<file path="src/rtl/ahbsp_pkg.sv">
package ahbsp_pkg;

    typedef enum logic [1:0] {
        TR_IDLE = 2'b00,
        TR_BUSY = 2'b01,
        TR_NSEQ = 2'b10,
        TR_SEQ  = 2'b11
    } htrans_e;

    typedef struct packed {
        htrans_e    trans;
        logic       write;
        logic [2:0] size;
        logic [2:0] burst;
        logic       lock;
    } ctl_t;

    localparam int unsigned CTL_W = $bits(ctl_t);

    localparam ctl_t CTL_IDLE = '{trans: TR_IDLE, write: 1'b0, size: 3'd0,
                                  burst: 3'd0, lock: 1'b0};

    // True when the transfer type carries a data phase
    function automatic logic moves_data(htrans_e t);
        return (t == TR_NSEQ) || (t == TR_SEQ);
    endfunction

endpackage

</file>
<file path="src/rtl/ahbsp_arbiter.sv">
module ahbsp_arbiter #(
    parameter int unsigned NM = 3,
    parameter int unsigned IW = 2
) (
    input  logic          clk,
    input  logic          rst,
    input  logic          hready,
    input  logic [NM-1:0] req_vld,
    input  logic [NM-1:0] req_lock,
    output logic          gnt_vld,
    output logic [IW-1:0] gnt_idx
);

    logic          pri_v;
    logic [IW-1:0] pri_i;
    logic          hold_q;
    logic [IW-1:0] hold_idx;
    logic          lock_q;
    logic [IW-1:0] lock_idx;

    // Fixed priority: lowest index wins
    always_comb begin
        pri_v = 1'b0;
        pri_i = '0;
        for (int i = NM - 1; i >= 0; i--) begin
            if (req_vld[i]) begin
                pri_v = 1'b1;
                pri_i = IW'(i);
            end
        end
    end

    always_comb begin
        if (hold_q) begin
            gnt_vld = 1'b1;
            gnt_idx = hold_idx;
        end else if (lock_q) begin
            gnt_vld = req_vld[lock_idx];
            gnt_idx = lock_idx;
        end else begin
            gnt_vld = pri_v;
            gnt_idx = pri_i;
        end
    end

    always_ff @(posedge clk) begin
        if (rst) begin
            hold_q   <= 1'b0;
            hold_idx <= '0;
            lock_q   <= 1'b0;
            lock_idx <= '0;
        end else begin
            hold_q   <= !hready && gnt_vld;
            hold_idx <= gnt_idx;
            if (hready) begin
                lock_q   <= gnt_vld && req_lock[gnt_idx];
                lock_idx <= gnt_idx;
            end
        end
    end

    // a grant always points at a pending request
    p_gnt_valid_r1: assert property (@(posedge clk) disable iff (rst)
        gnt_vld |-> req_vld[gnt_idx]);

    // a waited address phase keeps its owner
    p_gnt_hold_r2: assert property (@(posedge clk) disable iff (rst)
        (!hready && gnt_vld) |=> (gnt_vld && gnt_idx == $past(gnt_idx)));

    // a taken locked transfer keeps the next grant on the same master
    p_lock_keep_r9: assert property (@(posedge clk) disable iff (rst)
        (hready && gnt_vld && req_lock[gnt_idx]) |=> (!gnt_vld || gnt_idx == $past(gnt_idx)));

endmodule

</file>
<file path="src/rtl/ahbsp_dphase.sv">
module ahbsp_dphase
    import ahbsp_pkg::*;
#(
    parameter int unsigned NM = 3,
    parameter int unsigned IW = 2,
    parameter int unsigned DW = 32
) (
    input  logic             clk,
    input  logic             rst,
    input  logic             hready,
    input  logic             hresp,
    input  logic             acc_vld,
    input  logic [IW-1:0]    acc_idx,
    input  htrans_e          acc_trans,
    input  logic [NM*DW-1:0] m_wdata,
    output logic [DW-1:0]    s_wdata,
    output logic [NM-1:0]    m_ready,
    output logic [NM-1:0]    m_resp
);

    logic          dp_v;
    logic [IW-1:0] dp_idx;

    always_ff @(posedge clk) begin
        if (rst) begin
            dp_v   <= 1'b0;
            dp_idx <= '0;
        end else if (hready) begin
            dp_v   <= acc_vld && moves_data(acc_trans);
            dp_idx <= acc_idx;
        end
    end

    always_comb begin
        s_wdata = '0;
        for (int i = 0; i < NM; i++) begin
            if (dp_v && dp_idx == IW'(i)) s_wdata = m_wdata[i*DW +: DW];
        end
    end

    for (genvar g = 0; g < NM; g++) begin : g_route
        assign m_ready[g] = (dp_v && dp_idx == IW'(g)) ? hready : 1'b1;
        assign m_resp[g]  = (dp_v && dp_idx == IW'(g)) ? hresp  : 1'b0;
    end

    // first ERROR cycle is followed by a cycle with the same owner
    p_err_hold_r8: assert property (@(posedge clk) disable iff (rst)
        (dp_v && hresp && !hready) |=> (dp_v && dp_idx == $past(dp_idx)));

endmodule

</file>
<file path="src/rtl/ahb_slave_port_arb.sv">
module ahb_slave_port_arb
    import ahbsp_pkg::*;
#(
    parameter int unsigned NM = 3,
    parameter int unsigned AW = 32,
    parameter int unsigned DW = 32
) (
    input  logic             clk,
    input  logic             rst,
    input  logic [NM-1:0]    m_req_vld,
    input  logic [NM*AW-1:0] m_req_addr,
    input  logic [NM*2-1:0]  m_req_trans,
    input  logic [NM-1:0]    m_req_write,
    input  logic [NM*3-1:0]  m_req_size,
    input  logic [NM*3-1:0]  m_req_burst,
    input  logic [NM-1:0]    m_req_lock,
    input  logic [NM*DW-1:0] m_wdata,
    output logic [NM-1:0]    m_accept,
    output logic [NM-1:0]    m_ready,
    output logic [NM-1:0]    m_resp,
    output logic [AW-1:0]    s_addr,
    output logic [1:0]       s_trans,
    output logic             s_write,
    output logic [2:0]       s_size,
    output logic [2:0]       s_burst,
    output logic             s_lock,
    output logic [DW-1:0]    s_wdata,
    output logic             s_ready,
    input  logic             s_readyout,
    input  logic             s_resp
);

    localparam int unsigned IW = (NM > 1) ? $clog2(NM) : 1;

    ctl_t          req_ctl [NM];
    ctl_t          sel_ctl;
    logic [AW-1:0] sel_addr;
    logic          gnt_vld;
    logic [IW-1:0] gnt_idx;

    for (genvar g = 0; g < NM; g++) begin : g_unpack
        assign req_ctl[g] = ctl_t'({m_req_trans[2*g +: 2], m_req_write[g],
                                    m_req_size[3*g +: 3], m_req_burst[3*g +: 3],
                                    m_req_lock[g]});
        assign m_accept[g] = gnt_vld && (gnt_idx == IW'(g)) && s_readyout;
    end

    ahbsp_arbiter #(.NM(NM), .IW(IW)) u_arb (
        .clk     (clk),
        .rst     (rst),
        .hready  (s_readyout),
        .req_vld (m_req_vld),
        .req_lock(m_req_lock),
        .gnt_vld (gnt_vld),
        .gnt_idx (gnt_idx)
    );

    always_comb begin
        sel_ctl  = CTL_IDLE;
        sel_addr = '0;
        for (int i = 0; i < NM; i++) begin
            if (gnt_vld && gnt_idx == IW'(i)) begin
                sel_ctl  = req_ctl[i];
                sel_addr = m_req_addr[i*AW +: AW];
            end
        end
    end

    assign s_addr  = sel_addr;
    assign s_trans = sel_ctl.trans;
    assign s_write = sel_ctl.write;
    assign s_size  = sel_ctl.size;
    assign s_burst = sel_ctl.burst;
    assign s_lock  = sel_ctl.lock;
    assign s_ready = s_readyout;

    ahbsp_dphase #(.NM(NM), .IW(IW), .DW(DW)) u_dp (
        .clk      (clk),
        .rst      (rst),
        .hready   (s_readyout),
        .hresp    (s_resp),
        .acc_vld  (gnt_vld),
        .acc_idx  (gnt_idx),
        .acc_trans(sel_ctl.trans),
        .m_wdata  (m_wdata),
        .s_wdata  (s_wdata),
        .m_ready  (m_ready),
        .m_resp   (m_resp)
    );

    // never two acceptances in one cycle
    p_one_accept_r1: assert property (@(posedge clk) disable iff (rst)
        $onehot0(m_accept));

    // waited address and control stay put
    p_addr_stable_r2: assert property (@(posedge clk) disable iff (rst)
        (s_trans != 2'b00 && !s_readyout) |=>
        (s_addr == $past(s_addr) && s_trans == $past(s_trans)));

    // no request means an idle slave bus
    p_idle_r6: assert property (@(posedge clk) disable iff (rst)
        (m_req_vld == '0) |-> (s_trans == 2'b00));

    // the master whose transfer was taken gets the slave's ready and response
    for (genvar g = 0; g < NM; g++) begin : g_chk
        p_route_r5: assert property (@(posedge clk) disable iff (rst)
            (m_accept[g] && s_trans[1]) |=>
            (m_ready[g] == s_readyout && m_resp[g] == s_resp));
    end

endmodule

</file>
<file path="config.mk">
export PLATFORM = sky130hd
export DESIGN_NAME = ahb_slave_port_arb
export DESIGN_NICKNAME = d
export VERILOG_FILES = /design/src/rtl/ahbsp_pkg.sv /design/src/rtl/ahbsp_arbiter.sv /design/src/rtl/ahbsp_dphase.sv /design/src/rtl/ahb_slave_port_arb.sv
export SDC_FILE = /design/constraint.sdc
export NUM_CORES = 1
export LEC_CHECK = 0
export BUFFER_PORTS_ARGS = -buffer_cell sky130_fd_sc_hd__buf_4
export CAP_MARGIN = 20
export CORE_AREA = 5 5 120 122
export CTS_CLUSTER_SIZE = 14
export DETAILED_ROUTE_END_ITERATION = 10
export DIE_AREA = 0 0 125 127
export SETUP_SLACK_MARGIN = 0.3
export SYNTH_ARGS = -nofsm -noshare
export SYNTH_HDL_FRONTEND = slang
export SYNTH_HIERARCHICAL = 1
export SYNTH_SLANG_ARGS = --single-unit
</file>
<file path="constraint.sdc">
create_clock -name clk -period 2.6 [get_ports clk]
set_input_delay 0.65 -clock clk [delete_from_list [all_inputs] [get_ports clk]]
set_output_delay 0.65 -clock clk [all_outputs]
set_load 0.01 [all_outputs]
</file>
== After elaboration in Yosys (flattened, before gate mapping) ==
Cells that the tools add are included.
Word-level totals
  bits in registers: 7
  output and inout bits: 84
  input port bits: 229
Cells by class
  eq/ne operators: 6
  reduce and logical (&&, ||, !) cells: 16
  magnitude comparators: 2
  muxes and demuxes: 29
Operators by type and width (number)
  2-to-1 mux 32 bit: 6
  2-to-1 mux 10 bit: 3
  2-to-1 mux 1 bit: 13
  logical AND 1 bit: 12
  2-to-1 mux 2 bit: 5
  equality test 2 bit, second input constant: 4
  < comparator 2 x 3 -> 1 bit, second input constant: 2
  binary-select mux 1 bit (select 2 bit): 2
  equality test 2 x 1 -> 1 bit, second input constant: 2
  logical NOT 2 bit: 2
  logical NOT 1 bit: 1
  logical OR 1 bit: 1

== Longest topological paths before layout ==
Gate-level depths: netlist of the first run.
  depth after elaboration: 13
  mapped depth: 9
  mapped depth without buffers: 7

== Modules after synthesis ==
Netlist of the first run, hierarchy kept.
By module, submodules not included
  ahb_slave_port_arb: cells an instance 196, area an instance 1400.1 sq um, instances 1
  ahbsp_dphase: cells an instance 166, area an instance 1231.2 sq um, instances 1
  ahbsp_arbiter: cells an instance 37, area an instance 345.3 sq um, instances 1

== Least setup slack after synthesis of the first run ==
No wires, ideal clock.
  path type: input to output
  start point: input m_req_vld[1]
  end point: output s_addr[15]
  path slack: -0.123 ns
  required time: 1.950 ns
  cell stages on the path: 7
  data arrival time: 2.073 ns
  buffers on the path: 2
  path through: or4b_4 a21oi_4 buf_4 buf_2 nand3b_1 o21ai_1 and2_1
Between the ends
  cells in the longest elaborated chain, start to end: 9
  elaborated cells between the ends (all ways): 19
RTL lines
  from (decl): RTL line ahb_slave_port_arb.sv:10  | input logic [NM-1:0] m_req_vld,
  2-to-1 mux 2 bit (*) (2 in series): RTL line ahbsp_arbiter.sv:26  | if (req_vld[i]) begin
  2-to-1 mux 2 bit (*): RTL line ahbsp_arbiter.sv:37  | end else if (lock_q) begin
  2-to-1 mux 2 bit (*): RTL line ahbsp_arbiter.sv:34  | if (hold_q) begin
  via gnt_idx[1]: RTL line ahb_slave_port_arb.sv:39  | logic [IW-1:0] gnt_idx;
  logical NOT 2 bit: RTL line ahb_slave_port_arb.sv:62  | if (gnt_vld && gnt_idx == IW'(i)) begin
  logical AND 1 bit: RTL line ahb_slave_port_arb.sv:62
  2-to-1 mux 32 bit (2 in series): RTL line ahb_slave_port_arb.sv:62
  2-to-1 mux 32 bit (*): RTL line ahb_slave_port_arb.sv:62
  to (decl): RTL line ahb_slave_port_arb.sv:21  | output logic [AW-1:0] s_addr,
Mark *: on every way through the listed nets, which the timed path passes. The rest lies on a longest branch. The select of a mux whose other input is x is not followed.

== Final worst setup path of the first run ==
  start point: input m_req_vld[0]
  end point: output s_addr[31]
Between the ends
  cells in the longest elaborated chain, start to end: 8
  elaborated cells between the ends (all ways): 17
RTL lines (RTL line)
  2-to-1 mux 2 bit (*): ahbsp_arbiter.sv:26
  2-to-1 mux 2 bit (*): ahbsp_arbiter.sv:37
  2-to-1 mux 2 bit (*): ahbsp_arbiter.sv:34
  via gnt_idx[0]: ahb_slave_port_arb.sv:39
  logical NOT 2 bit: ahb_slave_port_arb.sv:62
  logical AND 1 bit: ahb_slave_port_arb.sv:62
  2-to-1 mux 32 bit (2 in series): ahb_slave_port_arb.sv:62
  2-to-1 mux 32 bit (*): ahb_slave_port_arb.sv:62
Marked as above.

==> impl_metrics.csv, run 1 <==
group,metric,value,unit
outcome,outcome,"finished, violations left",
outcome,violations,"setup timing",
routing,via_per_inst,4.66,
routing,drc,0,
clocking,root_buffer,"clkbuf_16",
sta,fmax,343,MHz
synthesis,yosys.area.top_type,"mux2i_1",
sta,finalSetupViolations,45,
sta,post-route-period-util,1.12,
grt,grt_pass1_wl,22400,um
floorplanning,dieWidth,125,um
routing,ant_nets,0,
grt,grt_pass1_vias,4434,
setup_path,cp-end-kind,"primary output",
clocking,cts.htree.levels,1,
grt,antenna_found_initial,0,
setup_path,crit_arrival,2.27,ns
place,port_buffers,312,
floorplanning,die_height,127,um
synthesis,syn-instance-count,399,
sta,relSlewSlack,0.847,
place,placed_area,5680,sq um
synthesis,synth_area_leaders,"mux2i_1 27%, nand3b_1 19%, and2_1 16%, o21ai_1 12%, dfxtp_1 6.1%",
pwr,clockPowerShare,0.132,
floorplanning,rows,42,
floorplanning,start_util,0.227,
layout,instances_no_fill,898,
synthesis,synth_top_family_by_area,"simple AND/OR/NAND/NOR gates",
synthesis,yosys.area.top_type_share,0.266,
pwr,peakVddDrop,190,uV
routing,drtIter0Drc,115,
place,dpl.hpwl,11800,um
routing,drt_wl_total,14800,um
synthesis,async_flop_share,0,
synthesis,muxShareOfSynthArea,0.266,
setup_path,worstSetupStartpointType,"primary input",
synthesis,synth.net_count,628,
setup_path,crit_type,"primary input to primary output",
synthesis,yosys.area_share.simple,0.408,
grt,grt_max_degree,67,
synthesis,synth-edff-count,0,
pwr,swShare,0.336,
synthesis,synthAdderAreaFrac,0,
synthesis,syn-cell-area,2980,sq um
routing,via_count,4181,
sta,finalHoldViolations,0,
floorplanning,die_area,15900,sq um
pwr,leakagePower,2.93,nW
pwr,power_frac_comb,0.789,
synthesis,ys_types,31,
setup_path,cp_data_required_time,1.95,ns
synthesis,yosys.cell_count.top_type,"mux2i_1",
synthesis,yosysWarnings,6,
pwr,finalPower,2.07,mW
synthesis,synthXorXnorAreaFrac,0,
place,place.detailed.instances,877,
synthesis,ys_top_cells_by_count,"79 x mux2i_1, 76 x and2_1, 76 x nand3b_1, 74 x o21ai_1, 15 x clkbuf_1",
synthesis,synth-compound-area-share,0.153,
place,place.gp.congestion,0.953,
layout,nNetsFinal,952,
synthesis,synth_seq_area_share,0.0605,
sta,post-route-worst-setup-slack,-0.319,ns
pwr,internal_power,1.38,mW
clocking,clk_latency,0.24,ns
sta,min_period,2.92,ns
job,maxCapViolations,0,
clocking,cts_tree,"done",
pwr,seq_power_share,0.079,
layout,drive_above_1_share,0.573,
grt,grt-ovfl-total,0,
routing,routedWlPerCell,16.5,um
hold_path,hold_class,"flip-flop to flip-flop",
layout,diodes,0,
floorplanning,core-area,13100,sq um
floorplanning,pin_count,313,
sta,finalClockSkew,0.00327,ns
pwr,switching_power,695,uW
clocking,cts_buffers,3,
sta,tns,-12.33,ns
clocking,path_clk_slew,0.04,ns
synthesis,ys_ff_latch,9,
synthesis,synth.avg_cell_area,7.46,sq um
clocking,clk_path_buf_depth,2,
clocking,numClockSinks,9,
sta,finalMaxSlewViolations,0,
layout,area_delta_synth_final,111,%
layout,fin_area,6280,sq um
grt,grt_usage,0.167,
sta,rsz0062_at_grt,"yes",
pwr,power_density,330,nW/um^2
routing,drt-pass1-iter-count,6,
synthesis,synth_ff_type,"dfxtp_1",
setup_path,critPathMaxFanout,9,
sta,tightest_slew,0.223,ns
[timing repair]
action | in CTS | in global routing
buffers inserted | 2 | 7
cloned | 4 | 4
pin swaps | 2 | 22
gates resized for setup | 29 | 35
hold endpoints to repair | 0 | 0
setup endpoints to repair | 46 | 47
hold buffers | 0 | 0
[cell type report]
type | instances | area [sq um]
Inverter | 5 | 18.8
Timing Repair Buffer | 362 | 3200
Fill cell | 1238 | 6810
Sequential cell | 9 | 184
Multi-Input combinational cell | 342 | 2580
Tap cell | 176 | 220
Clock buffer | 4 | 78.8
[metal layers]
layer	share of wire	global-route usage
met4	0.022	0.0415
met1	0.38	0.184
met3	0.085	0.0438
met2	0.52	0.319
met5	0	0
[metrics by stage]
step | utilization | hold slack [ns] | setup WS [ns]
after floorplan | - | 0.501 | -0.0990
after global placement | 0.434 | 0.536 | -0.354
after detailed placement | 0.434 | 0.547 | -0.385
after CTS | 0.459 | 0.559 | -0.342
after global routing | 0.480 | 0.584 | -0.388
final | 0.480 | 0.554 | -0.319
[kinds of logic (layout without fill, tap and decap cells)]
logic type | Yosys count | after routing
flops | 9 | 9
compound gates | 83 | 83
buf+inv | 48 | 371
simple gates | 180 | 180
mux | 79 | 79
[worst paths after layout]
kind | endpoint | slack, ns | depth (start not counted) | start
max | s_addr[31] | -0.32 | 10 | m_req_vld[0]
min | u_dp/dp_idx[1] | 0.55 | 2 | u_dp/dp_idx[1]
min reg2reg | u_dp/dp_idx[1] | 0.55 | 2 | u_dp/dp_idx[1]
max reg2reg | u_dp/dp_v | 0.45 | 12 | u_arb/lock_q
[sequential cells by signal, summed over array words and instances (netlist names)]
| register | flops |
|---|---|
| u_arb/hold_idx | 2 |
| u_arb/hold_q | 1 |
| u_arb/lock_idx | 2 |
| u_arb/lock_q | 1 |
| u_dp/dp_idx | 2 |
| u_dp/dp_v | 1 |
[cells in the final DEF, fill, tap and decap left out, types with 4 or more instances in the layout]
cell type  netlist  routed
dfxtp_1          9       6
clkbuf_16        0       6
buf_6            6      37
buf_12           3      12
nand3b_1        76      76
and2_1          76      44
nor2_1           6       6
buf_8            3       7
and2_4           0      32
mux2i_1         79      77
o21ai_1         74      74
buf_4            3     299
inv_1            5       4
[power groups by stage]
stage	clock network [mW]	logic, mW	registers, mW
6_report	0.273	1.64	0.164
5_1_grt	0.287	1.75	0.167
4_1_cts	0.279	1.53	0.164
3_5_place_dp	0	1.41	0.166
3_3_place_gp	0	1.39	0.166
2_1_floorplan	0	0.740	0.159
[worst max-delay path, cell delays in order]
cell and delay (ns):
buf_8 0.10, or3b_4 0.37, a21oi_4 0.15, buf_12 0.15
buf_12 0.13, bufbuf_16 0.26, nand3b_1 0.10, o21ai_1 0.07
and2_4 0.15, buf_4 0.13
No activity file was read; power rests on OpenSTA's default activity.
==> run 2, diff against run 1 <==
- CORE_AREA: 5 5 120 122 -> 2 2 120 122
- DIE_AREA: 0 0 125 127 -> 0 0 122 124
- RECOVER_POWER: not set -> 25
==> impl_metrics.csv, run 2 (synthesized netlist as in run 1, its figures left out) <==
group,metric,value,unit
sta,hold_ws,0.558,ns
grt,grt_max_degree,49,
grt,antenna_found_initial,0,
layout,drive_above_1_share,0.568,
place,placed_area,5730,sq um
layout,layout_commonest_cell,"buf_4",
floorplanning,start_util,0.217,
grt,grt_busiest_layer,"met2",
layout,final_cell_mix,"308 x buf_4, 78 x mux2i_1, 76 x nand3b_1, 73 x o21ai_1, 45 x and2_1",
setup_path,reg2reg_depth,10,
place,place.gp.congestion,0.781,
layout,nNetsFinal,955,
clocking,path_clk_slew,0.04,ns
sta,fmax,337,MHz
routing,drtIter0Drc,125,
sta,relSlewSlack,0.797,
grt,grt_usage,0.161,
clocking,cts_buffers,3,
job,maxCapViolations,0,
routing,routedWlPerCell,15.6,um
clocking,cts.htree.levels,1,
setup_path,r2r_slack,0.53,ns
hold_path,whs_path_depth,2,
clocking,cts_tree,"done",
hold_path,hold_path_end,"u_arb/lock_idx[1]",
routing,via_per_inst,4.59,
pwr,peakVddDrop,161,uV
floorplanning,die_area,15100,sq um
sta,tightest_slew,0.296,ns
hold_path,hp-start,"u_arb/lock_idx[1]",
setup_path,cp_data_required_time,1.95,ns
layout,diodes,0,
grt,grt-ovfl-total,0,
setup_path,worstSetupStartpointType,"primary input",
setup_path,crit_arrival,2.31,ns
grt,grt_pass1_vias,4016,
floorplanning,core-area,13700,sq um
setup_path,critPathMaxFanout,12,
pwr,power_density,323,nW/um^2
floorplanning,rows,43,
sta,finalMaxSlewViolations,0,
place,port_buffers,312,
setup_path,cp-end-kind,"primary output",
setup_path,r2r-start,"u_arb/lock_q",
floorplanning,dieWidth,122,um
sta,post-route-worst-setup-slack,-0.363,ns
sta,finalHoldViolations,0,
grt,grt_use_met2,0.337,
clocking,numClockSinks,9,
grt,use_met1,0.170,
clocking,clk_path_buf_depth,2,
layout,final_util,0.452,
clocking,clk_latency,0.23,ns
routing,ant_nets,0,
floorplanning,pin_count,313,
routing,drt_wl_total,14100,um
outcome,outcome,"finished, violations left",
sta,finalClockSkew,0.000376,ns
routing,via_count,4153,
sta,post-route-period-util,1.14,
sta,finalSetupViolations,44,
hold_path,hold_class,"flip-flop to flip-flop",
setup_path,r2r-end,"u_arb/lock_q",
routing,drt-pass1-iter-count,4,
routing,drc,0,
pwr,leakagePower,2.90,nW
grt,grt_pass1_wl,19500,um
clocking,root_buffer,"clkbuf_16",
outcome,violations,"setup timing",
setup_path,crit_type,"primary input to primary output",
layout,area_delta_synth_final,108,%
place,dpl.hpwl,11000,um
floorplanning,die_height,124,um
sta,min_period,2.96,ns
sta,rsz0062_at_grt,"yes",
layout,largestRegisters,"u_arb/hold_idx: 2 flops, u_arb/lock_idx: 2 flops, u_dp/dp_idx: 2 flops",
layout,fin_area,6200,sq um
grt,use_met3,0.0284,
run 2: cell count changes in the layout (fill, tap and decap cells not counted), moves of 2 or more:
cell | previous run | this run
buf_4 | 299 | 308
buf_6 | 37 | 40
nor3_1 | 2 | 4
nor3_2 | 3 | 1
buf_12 | 12 | 10
dfxtp_4 | 0 | 2
dfxtp_2 | 3 | 0
buf_8 | 7 | 1
run 2: timing repair:
item | CTS | global route
hold buffers | 0 | 0
pin swaps | 4 | 7
resized for setup | 24 | 30
setup endpoints to repair | 67 | 55
endpoints found under the hold margin | 0 | 0
setup buffers | 2 | 6
gates cloned | 2 | 3
run 2: final cells by class:
cell class	instances	area (sq um)
inverter	5	18.8
sequential	9	188
fill	1349	7520
clock buffer	4	78.8
multi-input combinational	342	2570
tap	180	225
timing repair buffer	365	3120
run 2: how the worst max path moves through the flow:
stage,startpoint,to,slack (ns),cells after the start
floorplan,m_req_vld[0],s_addr[15],-0.1,8
global placement,m_req_vld[0],s_addr[2],-0.34,9
detailed placement,m_req_vld[0],s_addr[1],-0.36,9
CTS,m_req_vld[0],s_addr[18],-0.34,10
global route,m_req_vld[0],s_addr[15],-0.45,10
finish,m_req_vld[0],s_addr[15],-0.36,10
run 2: worst max-delay path, stage by stage:
cell	delay [ns]
buf_6	0.10
or4b_4	0.52
a21oi_4	0.20
buf_4	0.15
clkbuf_16	0.15
buf_4	0.12
nand3b_1	0.07
o21ai_1	0.09
and2_4	0.15
buf_4	0.11
run 2: per-stage QoR:
step	setup WS, ns	total power [mW]	std cells	setup TNS (ns)
CTS	-0.342	1.92	896	-13.37
global placement	-0.341	1.55	888	-13.33
global route	-0.450	2.13	905	-16.07
finish	-0.363	2.00	905	-13.12
detailed placement	-0.362	1.57	888	-14.38
floorplan	-0.0990	0.899	399	-3.02
run 2: per-layer routing:
layer / wire length [um] / share of wire
met4: 52 / 0.0037
met5: 0 / 0
met2: 7750 / 0.55
met1: 5130 / 0.36
met3: 1150 / 0.081
run 2: power breakdown:
group / switching [mW] / total, mW / internal (mW)
Sequential: 0.0203 / 0.169 / 0.149
Clock: 0.0624 / 0.267 / 0.205
Combinational: 0.593 / 1.57 / 0.975
Total: 0.676 / 2.00 / 1.33
